==> config.mk <==
export PLATFORM = sky130hd
export DESIGN_NAME = por_sequencer
export DESIGN_NICKNAME = d
export VERILOG_FILES = /design/src/rtl/por_pkg.sv /design/src/rtl/por_sync.sv /design/src/rtl/por_timer.sv /design/src/rtl/por_fsm.sv /design/src/rtl/por_sequencer.sv
export SDC_FILE = /design/constraint.sdc
export NUM_CORES = 1
export LEC_CHECK = 0
export ABC_CLOCK_PERIOD_IN_PS = 4130
export BUFFER_PORTS_ARGS = -buffer_cell sky130_fd_sc_hd__buf_2
export CAP_MARGIN = 20
export CORE_MARGIN = 2
export CORE_UTILIZATION = 57
export CTS_CLUSTER_DIAMETER = 120
export DETAILED_ROUTE_END_ITERATION = 10
export PLACE_DENSITY = 0.77
export SETUP_SLACK_MARGIN = 0.15
export SLEW_MARGIN = 20
export SYNTH_ARGS = -nofsm -noshare
export SYNTH_HDL_FRONTEND = slang
export SYNTH_SLANG_ARGS = --single-unit
==> constraint.sdc <==
create_clock -name clk -period 4.13 [get_ports clk]
set_input_delay 0.826 -clock clk [delete_from_list [all_inputs] [get_ports clk]]
set_output_delay 0.826 -clock clk [all_outputs]
set_load 0.01 [all_outputs]
==> src/rtl/por_pkg.sv <==
// Package: shared state encoding for the power-on sequencer.
// Assumes: codes are visible on the top-level state output and must not change.
package por_pkg;
    typedef enum logic [2:0] {
        ST_IDLE    = 3'd0,
        ST_SYSDLY  = 3'd1,
        ST_PWRDLY  = 3'd2,
        ST_WAITSUP = 3'd3,
        ST_RUN     = 3'd4,
        ST_FAULT   = 3'd5
    } por_state_e;
endpackage

==> src/rtl/por_sync.sv <==
// Module: por_sync
// Two-stage synchronizer for a vector of independent asynchronous bits.
// Assumes: bits are unrelated (no bus coherency); reset value is all zero,
// which reads as "reset asserted / fault present" for active-low inputs.
module por_sync #(
    parameter int WIDTH  = 3,
    parameter int STAGES = 2
) (
    input  logic             clk,
    input  logic             rst_n,
    input  logic [WIDTH-1:0] async_i,
    output logic [WIDTH-1:0] sync_o
);
    logic [WIDTH-1:0] chain [STAGES];

    // First stage captures the raw asynchronous inputs.
    always_ff @(posedge clk) begin
        if (!rst_n) chain[0] <= '0;
        else        chain[0] <= async_i;
    end

    // Remaining stages shift the captured value toward the output.
    for (genvar s = 1; s < STAGES; s++) begin : g_stage
        always_ff @(posedge clk) begin
            if (!rst_n) chain[s] <= '0;
            else        chain[s] <= chain[s-1];
        end
    end

    assign sync_o = chain[STAGES-1];
endmodule

==> src/rtl/por_timer.sv <==
// Module: por_timer
// Up-counter that restarts on clear and holds once it reaches a given last value.
// Assumes: last value is held stable while counting; clear wins over counting.
module por_timer #(
    parameter int CNT_W = 12
) (
    input  logic             clk,
    input  logic             rst_n,
    input  logic             clear_i,
    input  logic [CNT_W-1:0] last_i,
    output logic             done_o
);
    logic [CNT_W-1:0] cnt;

    assign done_o = (cnt == last_i);

    // Count ticks since the last clear, saturating at the last value.
    always_ff @(posedge clk) begin
        if (!rst_n)       cnt <= '0;
        else if (clear_i) cnt <= '0;
        else if (!done_o) cnt <= cnt + CNT_W'(1);
    end


    timer_restart_chk: assert property (@(posedge clk) disable iff (!rst_n)
        clear_i |=> (cnt == '0));
endmodule

==> src/rtl/por_fsm.sv <==
// Module: por_fsm
// Sequencer state machine: release check, two timed delays, supply window, run.
// Assumes: all inputs are already synchronized; the timer is cleared whenever
// the state changes, so each timed state starts counting from zero.
module por_fsm
    import por_pkg::*;
#(
    parameter int SYS_CYC = 328,
    parameter int PWR_CYC = 328,
    parameter int WIN_CYC = 4096,
    parameter int CNT_W   = 13
) (
    input  logic             clk,
    input  logic             rst_n,
    input  logic             ext_ok_i,
    input  logic             batt_ok_i,
    input  logic             sup_ok_i,
    input  logic             tmr_done_i,
    output logic             tmr_clear_o,
    output logic [CNT_W-1:0] tmr_last_o,
    output logic [2:0]       state_o,
    output logic             sys_en_o,
    output logic             pwr_en_o,
    output logic             core_rst_n_o,
    output logic             timeout_o
);
    localparam logic [CNT_W-1:0] SYS_LAST = CNT_W'(SYS_CYC - 1);
    localparam logic [CNT_W-1:0] PWR_LAST = CNT_W'(PWR_CYC - 1);
    localparam logic [CNT_W-1:0] WIN_LAST = CNT_W'(WIN_CYC - 1);

    por_state_e state, nxt;
    logic       ext_prev;
    logic       timeout_q;

    // Next-state decision; external reset overrides every state.
    always_comb begin
        nxt = state;
        if (!ext_ok_i) begin
            nxt = ST_IDLE;
        end else begin
            unique case (state)
                ST_IDLE:    if (!ext_prev && batt_ok_i) nxt = ST_SYSDLY;
                ST_SYSDLY:  if (tmr_done_i) nxt = ST_PWRDLY;
                ST_PWRDLY:  if (tmr_done_i) nxt = ST_WAITSUP;
                ST_WAITSUP: begin
                    if (sup_ok_i)        nxt = ST_RUN;
                    else if (tmr_done_i) nxt = ST_FAULT;
                end
                ST_RUN:     nxt = ST_RUN;
                ST_FAULT:   nxt = ST_IDLE;
                default:    nxt = ST_IDLE;
            endcase
        end
    end

    // Choose the terminal count for the state being timed.
    always_comb begin
        unique case (state)
            ST_SYSDLY: tmr_last_o = SYS_LAST;
            ST_PWRDLY: tmr_last_o = PWR_LAST;
            default:   tmr_last_o = WIN_LAST;
        endcase
    end

    assign tmr_clear_o = (nxt != state);

    // State register plus the previous external-reset level for release detection.
    always_ff @(posedge clk) begin
        if (!rst_n) begin
            state    <= ST_IDLE;
            ext_prev <= 1'b0;
        end else begin
            state    <= nxt;
            ext_prev <= ext_ok_i;
        end
    end

    // Sticky timeout flag, cleared only by the block reset.
    always_ff @(posedge clk) begin
        if (!rst_n)                timeout_q <= 1'b0;
        else if (nxt == ST_FAULT)  timeout_q <= 1'b1;
    end

    assign state_o      = state;
    assign sys_en_o     = (state == ST_PWRDLY) || (state == ST_WAITSUP) || (state == ST_RUN);
    assign pwr_en_o     = (state == ST_WAITSUP) || (state == ST_RUN);
    assign core_rst_n_o = (state == ST_RUN);
    assign timeout_o    = timeout_q;


    batt_block_chk: assert property (@(posedge clk) disable iff (!rst_n)
        (state == ST_IDLE && !batt_ok_i) |=> (state == ST_IDLE));

    supply_good_chk: assert property (@(posedge clk) disable iff (!rst_n)
        (state == ST_WAITSUP && sup_ok_i && ext_ok_i) |=> (state == ST_RUN));

    fault_return_chk: assert property (@(posedge clk) disable iff (!rst_n)
        (state == ST_FAULT) |=> (state == ST_IDLE && timeout_o));

    ext_reset_chk: assert property (@(posedge clk) disable iff (!rst_n)
        !ext_ok_i |=> (state == ST_IDLE));

    timeout_sticky_chk: assert property (@(posedge clk) disable iff (!rst_n)
        timeout_o |=> timeout_o);

    order_chk: assert property (@(posedge clk) disable iff (!rst_n)
        (core_rst_n_o |-> (pwr_en_o && sys_en_o)) and (pwr_en_o |-> sys_en_o));
endmodule

==> src/rtl/por_sequencer.sv <==
// Module: por_sequencer (top)
// Power-on reset sequencer: synchronizes the raw inputs, times the delays and
// drives the enables and the core reset.
// Assumes: clk is always running; SYS_CYC, PWR_CYC and WIN_CYC are at least 1.
module por_sequencer #(
    parameter int SYS_CYC = 328,
    parameter int PWR_CYC = 328,
    parameter int WIN_CYC = 4096
) (
    input  logic       clk,
    input  logic       rst_n,
    input  logic       ext_rst_n_i,
    input  logic       batt_fault_n_i,
    input  logic       sup_fault_n_i,
    output logic       sys_en_o,
    output logic       pwr_en_o,
    output logic       core_rst_n_o,
    output logic       sup_timeout_o,
    output logic [2:0] state_o
);
    localparam int MAX_A   = (SYS_CYC > PWR_CYC) ? SYS_CYC : PWR_CYC;
    localparam int MAX_CYC = (MAX_A > WIN_CYC) ? MAX_A : WIN_CYC;
    localparam int CNT_W   = $clog2(MAX_CYC + 1);

    logic [2:0]       raw, synced;
    logic             tmr_clear, tmr_done;
    logic [CNT_W-1:0] tmr_last;

    assign raw = {sup_fault_n_i, batt_fault_n_i, ext_rst_n_i};

    por_sync #(.WIDTH(3), .STAGES(2)) u_sync (
        .clk     (clk),
        .rst_n   (rst_n),
        .async_i (raw),
        .sync_o  (synced)
    );

    por_timer #(.CNT_W(CNT_W)) u_timer (
        .clk     (clk),
        .rst_n   (rst_n),
        .clear_i (tmr_clear),
        .last_i  (tmr_last),
        .done_o  (tmr_done)
    );

    por_fsm #(
        .SYS_CYC (SYS_CYC),
        .PWR_CYC (PWR_CYC),
        .WIN_CYC (WIN_CYC),
        .CNT_W   (CNT_W)
    ) u_fsm (
        .clk          (clk),
        .rst_n        (rst_n),
        .ext_ok_i     (synced[0]),
        .batt_ok_i    (synced[1]),
        .sup_ok_i     (synced[2]),
        .tmr_done_i   (tmr_done),
        .tmr_clear_o  (tmr_clear),
        .tmr_last_o   (tmr_last),
        .state_o      (state_o),
        .sys_en_o     (sys_en_o),
        .pwr_en_o     (pwr_en_o),
        .core_rst_n_o (core_rst_n_o),
        .timeout_o    (sup_timeout_o)
    );
endmodule

==> impl_metrics.ini, run 1 <==
[timing]
fin_skew_ns = 0.001645
finalCriticalPeriod_ns = 2.487
fin_crit_sh_pct = 60.21
slew_headroom_pct = 61.38
rsz0062_at_grt = no
final_max_slew_viol_count = 0
setup_viol = 0
fin_setup_tns_ns = 0
max_freq_mhz = 402.1
hold_viol = 0
finalHoldWorstSlack_ns = 0.4486
worst_pin_slew_ns = 0.5647

[drt]
via_count = 1056
dr.pass1.iters = 5
ant_nets = 0
vias_per_cell = 5.966
drcViolationCount = 0
drtIter0Drc = 31
wire_per_inst_microns = 13.56
finalWirelength_mm = 2.401

[synthesis]
synth_seq_cells = 24
syn_area_per_cell_sq_um = 8.973
ys_seq_area_share_pct = 38.25
netlist_instances = 140
ys_types = 43
ys.flop_type = dfxtp_1
synth_nets = 146
synthArstFlopShare_pct = 0
yosys.area.top_type_share_pct = 38.25
syn_area_sq_um = 1256
synth_area_leaders = dfxtp_1 38%, nand2_1 4.8%, a21oi_1 4.0%
ys_warn_count = 0
synth_edf_count = 0
yosysTopAreaCell = dfxtp_1

[worst_setup_path]
worst_path_max_delay_cell = dfxtp_1
cp_max_fo = 6
cp_num_cells = 5
arrival_ns = 1.66
slowest_delay_ns = 0.47
cp-end-kind = output port
crit_family = flip-flops
crit_chain = inv_1 > nor3_1 > a21oi_1 > inv_1 > buf_2
path_buf_inv = 3
start_kind = flop
cp_common_cell = inv_1
required_ns = 3.30
rr_worst_depth = 5
crit_type = reg2out

[cts]
clk_pin_slew_ns = 0.12
clk_latency_ns = 0.31
cts_tree = yes
cts_sinks = 24
ctsHtreeMaxLevel = 1
post-cts-setup-buffer-count = 0
cts_resized = 0
cts_root_buf = clkbuf_4
cts_hold_buf = 0
cts_made_buffers = 3
cts.path.max_buffers = 2

[final_layout]
finalNonFillerCells = 177
syn2layout_area_growth_pct = 5.777
fillers = 195
diodes = 0
drive_gt1_share_pct = 23.33
finalNetCount = 157
final_area_sq_um = 1329
postLayoutCoreUtil_pct = 65.72

[placement]
placed_cell_area_sq_um = 1292
gp_congestion = 0.8310
port-buffer-count = 11
hpwl_mm = 1.807
placed_cells = 173

[pwr]
seq_power_share_pct = 63.4
power_frac_clock_pct = 32.0
ir_drop_mv = 0.2219
p_sw_share_pct = 21.23
p_leak_uw = 0.0004959
switchingPower_uw = 80.62
p_int_uw = 299.1
p_per_area_nw_per_um2 = 285.8
p_comb_share_pct = 4.6

[floorplanning]
die_area_sq_um = 2595
ios = 12
core_area_sq_um = 2022
dieHeight_microns = 50.95
dieWidth_microns = 50.95
fp-row-count = 16
initial_utilization_pct = 62.13

[min_path]
min_path_type = reg2reg
hold_depth = 1

[global_routing]
grt_pass1_wl_mm = 4.098
grt_max_degree = 22
grt_pass1_vias = 917
antenna_found_initial = 0
gr-usage-all-layers_pct = 20.81
grt-ovfl-total = 0

[outcome]
status = complete, no violations

[job]
cap_violations = 0
## Yosys cell counts, types with 2 or more instances
cell,number
inv_1,4
and2b_2,3
or2_2,2
xor2_1,2
nor3_1,3
buf_6,4
xnor2_1,2
or3_2,4
nand4_1,2
nor2_1,9
and2_1,7
o31ai_1,3
dfxtp_1,24
or4_2,3
nand3_1,5
nor2b_1,2
o21ai_0,7
a211oi_1,4
nand2_1,16
and3_2,2
a21oi_1,10
## state kept, by name, summed over array words and instances (netlist names)
name	cells
u_fsm.timeout_o	1
u_fsm.ext_prev	1
u_sync.chain	6
u_timer.cnt	13
u_fsm.state_o	3
## layer usage
metal  global-route usage, %  up-vias  part of all wire, %
met1                   27.68      490                   46
met2                   33.55       32                   47
li1                        -      530                    -
met5                       0        -                    0
met4                   8.108        0                  1.2
met3                   3.509        4                  5.5
## through the flow
| stage | setup slack (ns) | power (uW) |
|---|---|---|
| finish | 1.643 | 379.7 |
| global placement | 1.758 | 262.5 |
| floorplan | 2.071 | 259.1 |
| detailed placement | 1.688 | 263.4 |
| CTS | 1.648 | 384.9 |
| global route | 1.495 | 397.2 |
## power by group through the flow
stage	logic (uW)	clock network, uW	registers (uW)
2_1_floorplan	14.3	0	245
3_3_place_gp	17.1	0	245
3_5_place_dp	17.7	0	246
4_1_cts	17.8	127	241
5_1_grt	19.8	136	241
6_report	17.5	122	241
## cell type report
cell class                      count  area (sq um)  share of cell area, %
Clock buffer                        4         36.28                  2.731
Inverter                            4         15.01                  1.130
Multi-Input combinational cell    107         708.2                  53.30
Sequential cell                    24         480.5                  36.16
Tap cell                           27         33.78                  2.542
Timing Repair Buffer               11         55.05                  4.143
## final timing paths
kind / from / to / slack [ns]
max: u_fsm.state_o[2]$_SDFF_PN0_ / pwr_en_o / 1.64
min: u_sync.chain[0][0]$_SDFF_PN0_ / u_sync.chain[1][0]$_SDFF_PN0_ / 0.45
max reg2reg: u_timer.cnt[7]$_SDFFE_PP0N_ / u_timer.cnt[2]$_SDFFE_PP0N_ / 1.65
min reg2reg: u_sync.chain[0][0]$_SDFF_PN0_ / u_sync.chain[1][0]$_SDFF_PN0_ / 0.45
## layout by cell type, fill, tap and decap left out, types with 2 or more instances in the layout
| master | n |
|---|---|
| a211oi_1 | 4 |
| a21oi_1 | 10 |
| and2_1 | 7 |
| and2b_2 | 3 |
| and3_2 | 2 |
| buf_2 | 11 |
| clkbuf_4 | 3 |
| dfxtp_1 | 24 |
| inv_1 | 4 |
| nand2_1 | 16 |
| nand3_1 | 5 |
| nand4_1 | 2 |
| nor2_1 | 9 |
| nor2b_1 | 2 |
| nor3_1 | 3 |
| o21ai_0 | 7 |
| o31ai_1 | 3 |
| or2_2 | 2 |
| or3_2 | 4 |
| or4_2 | 3 |
| xnor2_1 | 2 |
| xor2_1 | 2 |
## cell families after synthesis
kind of cell / after synthesis / synth area share (%)
AND/OR/NAND/NOR: 64 / 29.18
AO/OA/AOI/OAI: 37 / 22.61
flip-flops: 24 / 38.25
buffers and inverters: 9 / 5.378
XOR/XNOR: 4 / 2.789
multiplexers: 1 / 0.7968
adder cells (fa/ha/maj): 1 / 0.9959
(Power assumes the default switching activity.)
==> inputs of run 2 (changes only) <==
--- a/config.mk
+++ b/config.mk
@@ -5,14 +5,14 @@
 export SDC_FILE = /design/constraint.sdc
 export NUM_CORES = 1
 export LEC_CHECK = 0
-export ABC_CLOCK_PERIOD_IN_PS = 4130
+export ABC_CLOCK_PERIOD_IN_PS = 2250
 export BUFFER_PORTS_ARGS = -buffer_cell sky130_fd_sc_hd__buf_2
 export CAP_MARGIN = 20
 export CORE_MARGIN = 2
-export CORE_UTILIZATION = 57
+export CORE_UTILIZATION = 51
 export CTS_CLUSTER_DIAMETER = 120
 export DETAILED_ROUTE_END_ITERATION = 10
-export PLACE_DENSITY = 0.77
+export PLACE_DENSITY = 0.73
 export SETUP_SLACK_MARGIN = 0.15
 export SLEW_MARGIN = 20
 export SYNTH_ARGS = -nofsm -noshare
==> constraint.sdc (replaced) <==
create_clock -name clk -period 2.25 [get_ports clk]
set_input_delay 0.45 -clock clk [delete_from_list [all_inputs] [get_ports clk]]
set_output_delay 0.45 -clock clk [all_outputs]
set_load 0.01 [all_outputs]
==> impl_metrics.ini, run 2 (synthesis gave the netlist of run 1 again) <==
[final_layout]
finalNonFillerCells = 194
layout_commonest_cell = dfxtp_1
final_area_sq_um = 1597
diodes = 0
mostFrequentLayoutCells = 18 x dfxtp_1, 16 x nand2_1, 12 x buf_4
largest_register_ffs = 13
finalNetCount = 173
largest-register = u_timer.cnt
drive_gt1_share_pct = 42.17
syn2layout_area_growth_pct = 27.09

[cts]
cts_tree = yes
cts_hold_buf = 0
cts_root_buf = clkbuf_4
ctsHtreeMaxLevel = 1
cts_made_buffers = 3
cts_sinks = 24
clk_pin_slew_ns = 0.13
cts.path.max_buffers = 2
clk_latency_ns = 0.31

[drt]
via_count = 1185
dr.pass1.iters = 5
drcViolationCount = 0
ant_nets = 0
finalWirelength_mm = 3.159
vias_per_cell = 6.108
wire_per_inst_microns = 16.28
drtIter0Drc = 48

[pwr]
p_leak_uw = 0.0005986
ir_drop_mv = 0.4367
p_per_area_nw_per_um2 = 444.8

[timing]
max_freq_mhz = 448.0
fin_skew_ns = 0.001269
rsz0062_at_grt = yes
finalCriticalPeriod_ns = 2.232
worst_slack_ns = 0.01780
worst_pin_slew_ns = 0.6805
hold_viol = 0
slew_headroom_pct = 54.23
setup_viol = 0
final_max_slew_viol_count = 0
fin_crit_sh_pct = 99.21

[placement]
place_ws_ns = 0.07578
placed_cells = 180
placed_cell_area_sq_um = 1351
port-buffer-count = 11
hpwl_mm = 1.909
gp_congestion = 0.8339

[worst_setup_path]
start_kind = flop
r2r_slack_ns = 0.02
cp-endpoint = u_fsm.state_o[1]$_SDFF_PN0_
rr_endpoint = u_fsm.state_o[1]$_SDFF_PN0_
critPathLaunch = u_timer.cnt[4]$_SDFFE_PP0N_
crit_type = reg2reg
cp-end-kind = flop
rr_worst_depth = 7
required_ns = 2.47
cp_max_fo = 6
timing.rr.start = u_timer.cnt[4]$_SDFFE_PP0N_
arrival_ns = 2.45

[global_routing]
grt_max_degree = 18
grt-ovfl-total = 0
antenna_found_initial = 0
grt_pass1_wl_mm = 4.457
grt_pass1_vias = 976
gr-usage-all-layers_pct = 21.17

[floorplanning]
dieWidth_microns = 53.63
core_area_sq_um = 2276
dieHeight_microns = 53.63
ios = 12
initial_utilization_pct = 55.20
die_area_sq_um = 2876
fp-row-count = 17

[job]
cap_violations = 0

[outcome]
status = complete, no violations

[min_path]
min_path_type = in2reg
run 2: worst min-delay path by stage:
stage | from | endpoint | slack, ns | depth (start not counted)
floorplan | u_sync.chain[0][0]$_SDFF_PN0_ | u_sync.chain[1][0]$_SDFF_PN0_ | 0.41 | 1
global placement | u_sync.chain[0][2]$_SDFF_PN0_ | u_sync.chain[1][2]$_SDFF_PN0_ | 0.42 | 1
detailed placement | u_sync.chain[0][2]$_SDFF_PN0_ | u_sync.chain[1][2]$_SDFF_PN0_ | 0.42 | 1
CTS | sup_fault_n_i | u_sync.chain[0][2]$_SDFF_PN0_ | 0.33 | 2
global route | sup_fault_n_i | u_sync.chain[0][2]$_SDFF_PN0_ | 0.32 | 2
finish | sup_fault_n_i | u_sync.chain[0][2]$_SDFF_PN0_ | 0.34 | 2
run 2: power breakdown:
group | internal, uW | switching, uW
combinational | 19.2 | 24.1
sequential | 435 | 5.99
clock | 98.7 | 127
run 2: metal layers:
metal | vias to the layer above | GRT usage [%] | share of wire (%)
li1 | 567 | - | -
met1 | 542 | 27.38 | 40
met2 | 57 | 35.60 | 49
met3 | 19 | 3.056 | 6.4
met4 | 0 | 8.120 | 4.3
met5 | - | 0 | 0
run 2: timing repair:
action	CTS	global route
gates cloned	1	1
setup buffers	4	4
setup endpoints to repair	14	18
gates resized for setup	5	22
pin swaps	0	7
run 2: final cells by class:
| class | count | area, sq um |
|---|---|---|
| inverter | 4 | 15.01 |
| multi-input combinational | 108 | 818.3 |
| sequential | 24 | 490.5 |
| timing repair buffer | 26 | 201.4 |
| fill | 167 | 679.4 |
| tap | 28 | 35.03 |
| clock buffer | 4 | 36.28 |
run 2: stage by stage:
stage	util, %	hold slack (ns)	power, uW	TNS [ns]
detailed placement	59.37	0.4200	485.0	0
CTS	63.55	0.3288	708.0	0
global placement	59.37	0.4172	483.3	0
floorplan	-	0.4118	475.6	0
global route	70.15	0.3217	738.2	-0.04215
finish	70.15	0.3355	710.2	0
run 2: critical path, stage by stage, from the launching register on:
cell,delay (ns)
dfxtp_2,0.38
or3_1,0.40
or4_4,0.58
a21oi_4,0.19
buf_4,0.16
buf_4,0.11
a21oi_1,0.05
a311oi_1,0.26
